`src/rtl/mbox_pkg.sv`:
```
package mbox_pkg;

  localparam int MB_NBYTES = 8;
  localparam int MB_LANES  = 4;

  typedef logic [7:0] mb_byte_t;

  // Host writes land at the lane-mirrored position inside a word.
  function automatic int unsigned mirror_index(int unsigned n, int unsigned lanes);
    return n ^ (lanes - 1);
  endfunction

endpackage

```
`src/rtl/mbox_store.sv`:
```
module mbox_store
  import mbox_pkg::*;
#(
  parameter int NBYTES = MB_NBYTES
) (
  input  logic                   clk,
  input  logic                   rst_n,
  input  logic [NBYTES-1:0]      host_we,
  input  mb_byte_t [NBYTES-1:0]  host_d,
  input  logic [NBYTES-1:0]      io_we,
  input  mb_byte_t               io_d,
  output mb_byte_t [NBYTES-1:0]  store_q
);

  for (genvar b = 0; b < NBYTES; b++) begin : g_byte
    // Host side has priority on a same-byte collision.
    always_ff @(posedge clk) begin
      if (!rst_n) begin
        store_q[b] <= '0;
      end else if (host_we[b]) begin
        store_q[b] <= host_d[b];
      end else if (io_we[b]) begin
        store_q[b] <= io_d;
      end
    end
  end

endmodule

```
`src/rtl/mbox_host_port.sv`:
```
module mbox_host_port
  import mbox_pkg::*;
#(
  parameter int NBYTES = MB_NBYTES,
  parameter int LANES  = MB_LANES,
  localparam int WORDS = NBYTES / LANES,
  localparam int WAW   = (WORDS > 1) ? $clog2(WORDS) : 1,
  localparam int LANEW = $clog2(LANES),
  localparam int IDXW  = $clog2(NBYTES),
  localparam int HW    = LANES * 8
) (
  input  logic                   clk,
  input  logic                   rst_n,
  input  logic                   req_valid,
  input  logic                   req_write,
  input  logic [WAW-1:0]         req_word,
  input  logic [LANES-1:0]       req_be,
  input  logic [HW-1:0]          req_wdata,
  input  mb_byte_t [NBYTES-1:0]  store_q,
  output logic [NBYTES-1:0]      wr_en,
  output mb_byte_t [NBYTES-1:0]  wr_data,
  output logic                   rsp_valid,
  output logic [HW-1:0]          rsp_rdata
);

  logic          rd_fire;
  logic [HW-1:0] rd_next;

  // Write path: each stored byte picks its mirrored source lane.
  for (genvar b = 0; b < NBYTES; b++) begin : g_wr
    localparam int SRC      = int'(mirror_index(b, LANES));
    localparam int SRC_WORD = SRC / LANES;
    localparam int SRC_LANE = SRC % LANES;
    assign wr_en[b]   = req_valid && req_write &&
                        (req_word == WAW'(SRC_WORD)) && req_be[SRC_LANE];
    assign wr_data[b] = req_wdata[SRC_LANE*8 +: 8];
  end

  // Read path: natural order, no mirroring.
  assign rd_fire = req_valid && !req_write;

  for (genvar k = 0; k < LANES; k++) begin : g_rd
    logic [IDXW-1:0] idx;
    if (WORDS > 1) begin : g_multi
      assign idx = {req_word, LANEW'(k)};
    end else begin : g_single
      assign idx = IDXW'(k);
    end
    assign rd_next[k*8 +: 8] = store_q[idx];
  end

  always_ff @(posedge clk) begin
    if (!rst_n) begin
      rsp_valid <= 1'b0;
      rsp_rdata <= '0;
    end else begin
      rsp_valid <= rd_fire;
      rsp_rdata <= rd_fire ? rd_next : '0;
    end
  end

endmodule

```
`src/rtl/mbox_io_port.sv`:
```
module mbox_io_port
  import mbox_pkg::*;
#(
  parameter int               NBYTES     = MB_NBYTES,
  parameter int               IO_AW      = 8,
  parameter logic [IO_AW-1:0] IO_BASE    = 8'h50,
  parameter int               STATUS_IDX = 4,
  localparam int              IDXW       = $clog2(NBYTES)
) (
  input  logic                   clk,
  input  logic                   rst_n,
  input  logic                   req_valid,
  input  logic                   req_write,
  input  logic [IO_AW-1:0]       req_addr,
  input  mb_byte_t               req_wdata,
  input  mb_byte_t [NBYTES-1:0]  store_q,
  output logic [NBYTES-1:0]      wr_en,
  output mb_byte_t               wr_data,
  output logic                   rsp_valid,
  output mb_byte_t               rsp_rdata
);

  logic            hit;
  logic [IDXW-1:0] idx;
  logic            rd_fire;
  mb_byte_t        rd_next;

  assign hit = (req_addr[IO_AW-1:IDXW] == IO_BASE[IO_AW-1:IDXW]);
  assign idx = req_addr[IDXW-1:0];

  for (genvar b = 0; b < NBYTES; b++) begin : g_wr
    assign wr_en[b] = req_valid && req_write && hit && (idx == IDXW'(b));
  end
  assign wr_data = req_wdata;

  assign rd_fire = req_valid && !req_write;

  always_comb begin
    rd_next = '0;
    if (hit) begin
      rd_next = store_q[idx];
      if (idx == IDXW'(STATUS_IDX)) begin
        rd_next[0] = 1'b1;
      end
    end
  end

  always_ff @(posedge clk) begin
    if (!rst_n) begin
      rsp_valid <= 1'b0;
      rsp_rdata <= '0;
    end else begin
      rsp_valid <= rd_fire;
      rsp_rdata <= rd_fire ? rd_next : '0;
    end
  end

endmodule

```
`src/rtl/byte_mailbox.sv`:
```
module byte_mailbox
  import mbox_pkg::*;
#(
  parameter int               NBYTES     = MB_NBYTES,
  parameter int               LANES      = MB_LANES,
  parameter int               IO_AW      = 8,
  parameter logic [IO_AW-1:0] IO_BASE    = 8'h50,
  parameter int               STATUS_IDX = 4,
  localparam int              WORDS      = NBYTES / LANES,
  localparam int              WAW        = (WORDS > 1) ? $clog2(WORDS) : 1,
  localparam int              HW         = LANES * 8
) (
  input  logic             clk,
  input  logic             rst_n,
  input  logic             h_req_valid,
  input  logic             h_req_write,
  input  logic [WAW-1:0]   h_req_word,
  input  logic [LANES-1:0] h_req_be,
  input  logic [HW-1:0]    h_req_wdata,
  output logic             h_rsp_valid,
  output logic [HW-1:0]    h_rsp_rdata,
  input  logic             p_req_valid,
  input  logic             p_req_write,
  input  logic [IO_AW-1:0] p_req_addr,
  input  logic [7:0]       p_req_wdata,
  output logic             p_rsp_valid,
  output logic [7:0]       p_rsp_rdata
);

  mb_byte_t [NBYTES-1:0] store_q;
  logic     [NBYTES-1:0] host_we;
  mb_byte_t [NBYTES-1:0] host_d;
  logic     [NBYTES-1:0] io_we;
  mb_byte_t              io_d;

  mbox_host_port #(
    .NBYTES (NBYTES),
    .LANES  (LANES)
  ) u_host (
    .clk       (clk),
    .rst_n     (rst_n),
    .req_valid (h_req_valid),
    .req_write (h_req_write),
    .req_word  (h_req_word),
    .req_be    (h_req_be),
    .req_wdata (h_req_wdata),
    .store_q   (store_q),
    .wr_en     (host_we),
    .wr_data   (host_d),
    .rsp_valid (h_rsp_valid),
    .rsp_rdata (h_rsp_rdata)
  );

  mbox_io_port #(
    .NBYTES     (NBYTES),
    .IO_AW      (IO_AW),
    .IO_BASE    (IO_BASE),
    .STATUS_IDX (STATUS_IDX)
  ) u_io (
    .clk       (clk),
    .rst_n     (rst_n),
    .req_valid (p_req_valid),
    .req_write (p_req_write),
    .req_addr  (p_req_addr),
    .req_wdata (p_req_wdata),
    .store_q   (store_q),
    .wr_en     (io_we),
    .wr_data   (io_d),
    .rsp_valid (p_rsp_valid),
    .rsp_rdata (p_rsp_rdata)
  );

  mbox_store #(
    .NBYTES (NBYTES)
  ) u_store (
    .clk     (clk),
    .rst_n   (rst_n),
    .host_we (host_we),
    .host_d  (host_d),
    .io_we   (io_we),
    .io_d    (io_d),
    .store_q (store_q)
  );

endmodule

```
`config.mk`:
```
export PLATFORM = sky130hd
export DESIGN_NAME = byte_mailbox
export DESIGN_NICKNAME = d
export VERILOG_FILES = /design/src/rtl/mbox_pkg.sv /design/src/rtl/mbox_store.sv /design/src/rtl/mbox_host_port.sv /design/src/rtl/mbox_io_port.sv /design/src/rtl/byte_mailbox.sv
export SDC_FILE = /design/constraint.sdc
export NUM_CORES = 1
export LEC_CHECK = 0
export BUFFER_PORTS_ARGS = -buffer_cell sky130_fd_sc_hd__buf_4
export CORE_UTILIZATION = 36
export CTS_CLUSTER_DIAMETER = 80
export DETAILED_ROUTE_END_ITERATION = 6
export GPL_ROUTABILITY_DRIVEN = 0
export GPL_TIMING_DRIVEN = 0
export REMOVE_ABC_BUFFERS = 1
export SLEW_MARGIN = 10
export SYNTH_ARGS = -nofsm -noshare
export SYNTH_HDL_FRONTEND = slang
export SYNTH_SLANG_ARGS = --single-unit
```
`constraint.sdc`:
```
create_clock -name clk -period 2.39 [get_ports clk]
set_clock_uncertainty 0.2 [all_clocks]
set_input_delay 0.1195 -clock clk [delete_from_list [all_inputs] [get_ports clk]]
set_output_delay 0.1195 -clock clk [all_outputs]
set_load 0.03 [all_outputs]
```
# --- Yosys cells after proc, flatten, opt, wreduce, memory -nomap -nowiden ---
# Index checks and enable logic that the tools add are counted.
op_classes:
  n_eq_ne: 8
  magnitude_cmp: 5
  n_mux: 27
  n_reduce_logical: 36
  n_bitwise: 1
op_table:
  columns: ["op", "n"]
  rows:
  - ["2-to-1 mux 8 bit", 25]
  - ["binary-select mux 8 bit (select 3 bit)", 1]
  - ["logical AND 1 bit", 23]
  - ["< comparator 3 x 4 -> 1 bit (second input constant)", 5]
  - ["nonzero test 2 bit", 8]
  - ["== test 3 bit (second input constant)", 4]
  - ["== test 3 x 2 -> 1 bit (second input constant)", 2]
  - ["== test 5 x 4 -> 1 bit (second input constant)", 1]
  - ["== test 3 x 1 -> 1 bit (second input constant)", 1]
  - ["zero test 3 bit", 1]
  - ["AND reduction 3 bit", 1]
  - ["zero test 1 bit", 2]
  - ["AND reduction 2 bit", 1]
  - ["2-to-1 mux 1 bit", 1]
  - ["NOT 1 bit", 1]
word_totals:
  out_inout_bits: 42
  in_bits: 59
  elab_cells: 89
  register_bits: 106

# --- Depth between registers and ports, before layout ---
# Gate-level depths: netlist of the first run.
depth:
  depth_word: 5
  mapped_depth: 6
  ltp_nobuf: 4

# --- Cells and area by module ---
# From an unflattened synthesis of the first run, not the netlist that was laid out.
unflattened:
  hier_cells: 559
  hier_area_um2: 6179.7
by_module_without_submodules:
  columns: ["mod", "area_per_inst_um2", "cells_each", "instances", "seq_area_each_um2"]
  rows:
  - ["mbox_store", 3528.4, 279, 1, 1281.2]
  - ["mbox_host_port", 1720.4, 184, 1, 660.6]
  - ["mbox_io_port", 930.9, 96, 1, 180.2]

# --- Least setup slack after synthesis of the first run ---
# OpenSTA, ideal clock, no wires.
synth_timing:
  path_type: "input to register"
  start: "input port p_req_addr[0]"
  end: "register u_store.store_q[48] (netlist bit)"
  slack_ns: 0.616
  path_buffers: 2
  arrival_ns: 1.451
  required_time_ns: 2.066
  setup_time_ns: 0.124
  cell_stages: 6
  path_cell_list: "or4b_1 -> buf_4 -> nor3_4 -> or2_2 -> buf_2 -> a21oi_1"
synth_via:
  elab_chain_len: 3
synth_lines:
  columns: ["element", "line", "rtl"]
  rows:
  - ["from (decl)", "byte_mailbox.sv:24", "input logic [IO_AW-1:0] p_req_addr,"]
  - ["== test 3 bit", "mbox_io_port.sv:32", "assign wr_en[b] = req_valid && req_write && hit && (idx == IDXW'(b));"]
  - ["logical AND 1 bit", "mbox_io_port.sv:32", null]
  - ["nonzero test 2 bit (no source line)", null, null]
  - ["to (signal, indexed assignment)", "mbox_store.sv:21", "store_q[b] <= host_d[b];"]
  - ["to (signal, indexed assignment)", "mbox_store.sv:23", "store_q[b] <= io_d;"]
  - ["to (decl)", "mbox_store.sv:12", "output mb_byte_t [NBYTES-1:0] store_q"]
# No other way between the ends.
# A chain may end at the register's enable or synchronous reset.

# --- Final worst setup path of the first run ---
layout_timing:
  start: "input port h_req_word"
  end: "register u_store.store_q[51] (netlist bit)"
layout_via:
  elab_chain_len: 3
  word_cells_on_any_way: 4
  classes_between: "mux: 1; reduce/logical: 3"
layout_lines:
  columns: ["element", "line", "rtl"]
  rows:
  - ["from (decl)", "byte_mailbox.sv:17", "input logic [WAW-1:0] h_req_word,"]
  - ["logical AND 1 bit *", "mbox_host_port.sv:34", "assign wr_en[b] = req_valid && req_write &&"]
  - ["logical AND 1 bit *", "mbox_host_port.sv:35", "(req_word == WAW'(SRC_WORD)) && req_be[SRC_LANE];"]
  - ["2-to-1 mux 8 bit or nonzero test 2 bit (tied branches)", null, null]
# Every way passes the cells marked *; elsewhere a longest branch is shown, timed or not.

==> results of run 1 <==
==> stage by stage <==
stage               TNS [ns]  power [mW]  area (µm²)  instances
finish                     0       3.898        6828        803
global route               0       4.043        6828        803
CTS                        0       3.903        6803        800
detailed placement    -2.945       2.303        5877        722
global placement      -28.49       2.284        5793        717
floorplan                  0       2.077        4822        441
==> report_power, final <==
group	switching [mW]	internal (mW)	total (mW)
sequential	0.0394	1.81	1.85
combinational	0.238	0.269	0.507
clock	0.700	0.842	1.54
==> worst max-delay path: cells and delay by family <==
kind / cells / cell delay (ns)
compound gates: 1 / 0.07
buf+inv: 2 / 1.14
mux: 1 / 0.24
simple gates: 1 / 0.62
==> flip-flops by register name, indices dropped and copies added, names as in the netlist <==
name,flops
u_host.rsp_valid,1
u_io.rsp_valid,1
u_store.store_q,64
u_host.rsp_rdata,32
u_io.rsp_rdata,8
==> cell type report <==
cell class / count / area, µm² / area share (%)
Clock inverter: 6 / 66.31 / 0.9712
Multi-Input combinational cell: 333 / 2715 / 39.77
Timing Repair Buffer: 170 / 1458 / 21.35
Tap cell: 176 / 220.2 / 3.225
Inverter: 2 / 7.507 / 0.1100
Clock buffer: 10 / 239.0 / 3.500
Sequential cell: 106 / 2122 / 31.08
==> cell usage after synthesis <==
master     instances
nor2_1            40
mux4_2            14
buf_1             12
mux2i_1          103
o21ba_2            1
nor2b_1            1
or4b_1             1
nor4_4             2
nand3b_1           3
nand4bb_1          1
dfxtp_1          106
o211a_1            1
and3_1             4
or2_1              2
nand3_1            3
a21oi_1           64
a31oi_1            1
nor3_4             3
buf_2             18
buf_4              3
o31ai_1           63
inv_1              2
or2_2              6
o21ai_0            2
nand2_1            3
and2_1             1
mux2_2             1
nand4_1            1
nor3b_1            4
o221ai_1           1
clkbuf_1          21
nor4bb_1           1
nand2b_1           2
nand4b_1           1
nor3_2             3
==> placed cells by master, fill, tap and decap left out, types with 2 or more instances in the layout <==
cell	count
clkinvlp_4	3
and3_2	2
nor3_2	3
o31ai_1	63
inv_1	2
mux4_2	14
nor4_4	2
nor3b_2	4
nand2b_1	2
a21oi_1	64
or2_2	6
mux2i_1	103
dlygate4sd3_1	62
o21ai_0	2
nor3_4	3
nand3b_1	3
buf_4	103
or2_1	2
nand2_1	3
nand3_1	3
dfxtp_1	106
buf_8	2
and3_1	2
nor2_1	40
buf_6	3
clkbuf_16	9
==> logic make-up after synthesis <==
kind of cell    count (synthesis)
buf+inv                        56
simple gates                   82
compound gates                133
mux                           118
flops                         106
==> routing by layer <==
layer  vias up  part of all wire (%)  wire, µm
met2       130                    47      6721
li1       2084                     -         -
met1      2045                    47      6779
met3        17                   4.8       690
met5         -                     0         0
met4         0                   1.7       241
==> final timing paths <==
path | cells after the start | slack (ns) | to
worst max-delay path | 5 | 0.21 | u_store.store_q[51]
worst min register to register | 2 | 0.31 | u_host.rsp_rdata[0]
worst min-delay path | 3 | 0.02 | u_io.rsp_rdata[7]
worst max register to register | 3 | 1.01 | u_io.rsp_rdata[1]
==> what timing repair did <==
action / in CTS / in global routing
gates resized for setup: 0 / 2
hold buffers: 62 / 0
buffers inserted: 0 / 3
endpoints found under the setup margin: 0 / 9
hold endpoints to repair: 65 / 0
==> results.txt, run 1 <==
Status = completed
Met1 global-route usage = 27.35%
Clk slew on worst S/H paths = 0.07 ns
Core area = 13450 µm²
ANT cells = 0
Final setup viols = 0
Min cycle time layout = 2.178 ns
Cell count after synthesis = 495
Die ar. = 14530 µm²
RSZ-0062 raised after global routing = false
Syn Std Cell Area = 5059 µm²
Most Crowded Layer GR = met2
Detailed placement HPWL = 10.24 mm
Top post-synthesis cells by area = dfxtp_1, mux2i_1, o31ai_1, a21oi_1, mux4_2
PwrDens = 570.8 nW/µm²
Layout cells sized above 1 = 25.52%
Iteration-0 DRC Markers = 325
CTS Buf Count = 9
CP required = 2.43 ns
Total Routing Usage GR = 20.22%
Yosys top cell area share = 41.95%
Initial antenna violation count = 0
Remaining Overflow, GRT = 0
Post-synthesis adder-cell area fraction = 0%
Htree depth = 3
Vias in the first global route = 4211
Die span in y = 120.5 µm
Critical-path cell list = buf_4, and3_2, mux2i_1, dlygate4sd3_1, a21oi_1
Final period utilization = 91.13%
Max-Cap Viols = 0
Crit path launch type = input pin
Area added between synthesis and finish = 34.97%
Sequential element share of the synthesized area = 41.95%
Clk sinks = 106
Worst slew pin tran = 0.8050 ns
IO Pins = 101
# rows = 42
Worst R2R Start = u_store.store_q[57]
Drt total wl = 14.43 mm
CTS max path bufs = 2
Die width = 120.5 µm
Post-layout util = 50.75%
Simple-gate share of the synthesized area = 9.819%
Setup ws final = 0.2120 ns
Relative slew slack = 46.17%
Compound-gate portion of the synthesized area = 16.57%
Seq cells post-synth = 106
Root buf cell = clkbuf_16
Warnings, synthesis = 0
Worst setup EP type = flop
CTS tree = built
Largest net degree at the start of global routing = 67
Worst path slowest cell = and3_2
Leak = 2.936 nW
CP Max Fanout = 42
Fillcell total = 1245
Largest family of logic cells by synthesized area = multiplexers
DRC viols = 0
Peak supply drop = 0.3524 mV
Distinct cells, synth = 35
Synth area leader = dfxtp_1
Xor/xnor share of the synthesized area = 0%
Initial Utilization = 37.60%
Vias per inst = 5.325
Vias = 4276
Hold Fails Final Rpt = 0
GR met3 Demand/Resource = 3.160%
Multiplexer share of the synthesized area = 26.84%
Latest clock arrival within the worst-skew pair = 0.35 ns
Post-placement setup slack = -0.1340 ns
Post-route ant nets = 0
Final #Nets = 681
Mapped Avg Cell Area = 10.22 µm²
GR met2 Demand/Resource = 32.58%
Max Slew Vio Count = 0
First-pass GRT wire length = 22.58 mm
Worst Hold Class = in -> reg
DR pass1 iterations = 5
Critical path launch point = h_req_word
Setup Crit Path Kind = in -> reg
F_max = 459.1 MHz
Number of buffers added on ports = 100
Worst hold slack = 0.02103 ns
Crit-path max cell delay = 0.62 ns
CP arrival = 2.22 ns
Hold Startpoint = p_req_addr[2]
Avg WL per Cell = 17.97 µm
Power figures use the tool's default switching activity.
==> run 2, diff against run 1 <==
Settings changed: CORE_UTILIZATION 36 to 45, GPL_TIMING_DRIVEN 0 to default, PLACE_DENSITY from default to 0.67.
==> run 2 against run 1 <==
Fmax is 5.1% lower. Combinational power up 4.1%. Total power shrank 9.9%. Routed wire length is 0.12% higher. Worst setup slack worse by 0.12 ns. Non-clock buffer count rose by 27. Sequential power barely moved. Sequential share of layout area fell by 0.24 points. Critical path depth increased by 3. Register-to-register slack worse by 0.18 ns. Worst hold slack better by 0.039 ns. Global-route usage up 5.4 points. Largest cell class unchanged.
==> results.txt, run 2 (synthesis results as in run 1) <==
Number of buffers added on ports = 100
Vias per inst = 5.696
Die width = 108.0 µm
Final #Nets = 708
R2R Setup Slk = 0.83 ns
Max Slew Vio Count = 0
Hold Fails Final Rpt = 0
# rows = 38
Hold Startpoint = h_req_word
First-pass GRT wire length = 22.83 mm
Crit path launch type = input pin
Clk slew on worst S/H paths = 0.11 ns
Htree depth = 3
Die span in y = 108.0 µm
Remaining Overflow, GRT = 0
Setup Crit Path Kind = in -> reg
Largest net degree at the start of global routing = 42
Largest regs = u_store.store_q x64, u_host.rsp_rdata x32, u_io.rsp_rdata x8
Leak = 3.034 nW
CP required = 2.47 ns
Placement Cell Area = 5941 µm²
CTS tree = built
Avg WL per Cell = 18.20 µm
Commonest non-fill, non-tap cell in the layout = buf_4
Fin Setup TNS = 0 ns
Die ar. = 11670 µm²
PwrDens = 510.2 nW/µm²
ANT cells = 0
CP Max Fanout = 8
Most frequent cells in the layout = buf_4, dfxtp_1, mux2i_1
CP arrival = 2.38 ns
Worst setup EP type = flop
IO Pins = 101
Total Routing Usage GR = 25.58%
Area added between synthesis and finish = 36.01%
Initial Utilization = 46.46%
Worst slew pin tran = 0.6659 ns
Worst Hold Class = in -> reg
DRC viols = 0
Initial antenna violation count = 0
Drt total wl = 14.45 mm
Post-route ant nets = 0
Largest register FFs = 64
Vias = 4523
Detailed placement HPWL = 10.15 mm
Layout cells sized above 1 = 26.45%
Hold Path Sink = u_host.rsp_rdata[2]
FF-to-FF End = u_store.store_q[2]
Reg2Reg Depth = 3
Iteration-0 DRC Markers = 216
Status = completed
Relative slew slack = 55.60%
Final period utilization = 95.99%
Setup Fix Bufs, Post-CTS = 0
Final instance area = 6880 µm²
CTS Buf Count = 9
Latest clock arrival within the worst-skew pair = 0.38 ns
Core area = 10890 µm²
DR pass1 iterations = 5
Max-Cap Viols = 0
Peak supply drop = 0.3144 mV
Worst R2R Start = u_store.store_q[2]
Final setup viols = 0
Vias in the first global route = 4367
Root buf cell = clkbuf_8
F_max = 435.9 MHz
RSZ-0062 raised after global routing = false
Hold Path Stages = 3
Top reg by flops = u_store.store_q
Min cycle time layout = 2.294 ns
Clk sinks = 106
Pwr Total = 3.511 mW
CTS max path bufs = 2
-- run 2: cell type report --
class / instances / area [µm²]
Fill cell: 925 / 4008
Multi-Input combinational cell: 333 / 2719
Sequential cell: 106 / 2122
Timing Repair Buffer: 197 / 1664
Tap cell: 140 / 175.2
Clock buffer: 9 / 123.9
Clock inverter: 7 / 68.82
Inverter: 2 / 7.507
-- run 2: how the worst max path moves through the flow --
stage,start,end,slack [ns],cells past startpoint
6_report,h_req_valid,u_store.store_q[2],0.1,8
2_1_floorplan,h_req_valid,u_store.store_q[10],0.01,4
5_1_grt,h_req_valid,u_store.store_q[2],0.03,8
3_5_place_dp,p_req_addr[0],u_store.store_q[38],0.39,5
3_3_place_gp,p_req_addr[0],u_store.store_q[37],0.40,5
4_1_cts,h_req_valid,u_store.store_q[2],0.11,8
-- run 2: report_power, final --
group          switching (mW)  internal [mW]  total, mW
clock                   0.649          0.483       1.13
combinational           0.244          0.283      0.528
sequential             0.0413           1.81       1.85
total                   0.935           2.58       3.51
-- run 2: metrics by stage --
stage | std cells | utilization (%) | hold slack [ns] | worst slack, ns
after detailed placement | 704 | 54.56 | 0.1073 | 0.3879
after global placement | 704 | 54.56 | 0.1016 | 0.4005
final | 794 | 63.19 | 0.05990 | 0.09576
after global routing | 794 | 63.19 | 0.05722 | 0.03265
after CTS | 794 | 63.13 | 0.04077 | 0.1085
after floorplan | 441 | - | 0.002254 | 0.009668
-- run 2: what timing repair did --
item,4_1_cts,5_1_grt
endpoints found under the hold margin,66,0
endpoints found under the setup margin,0,1
gates resized for setup,0,1
hold buffers,74,0
-- run 2: critical path, cell delays in order --
cell           delay (ns)
buf_4                0.10
nand2_1              0.21
nor3b_4              0.34
buf_4                0.24
mux2i_1              0.18
dlygate4sd3_1        0.56
a21oi_1              0.06
dlygate4sd3_1        0.56
-- run 2: metal layers --
metal | wire length [µm] | vias up | share of wire, % | track usage (%)
met3 | 801 | 12 | 5.5 | 4.159
met2 | 7005 | 147 | 48 | 42.58
li1 | - | 2136 | - | -
met5 | 0 | - | 0 | 0
met4 | 145 | 0 | 1.0 | 6.947
met1 | 6495 | 2228 | 45 | 34.25
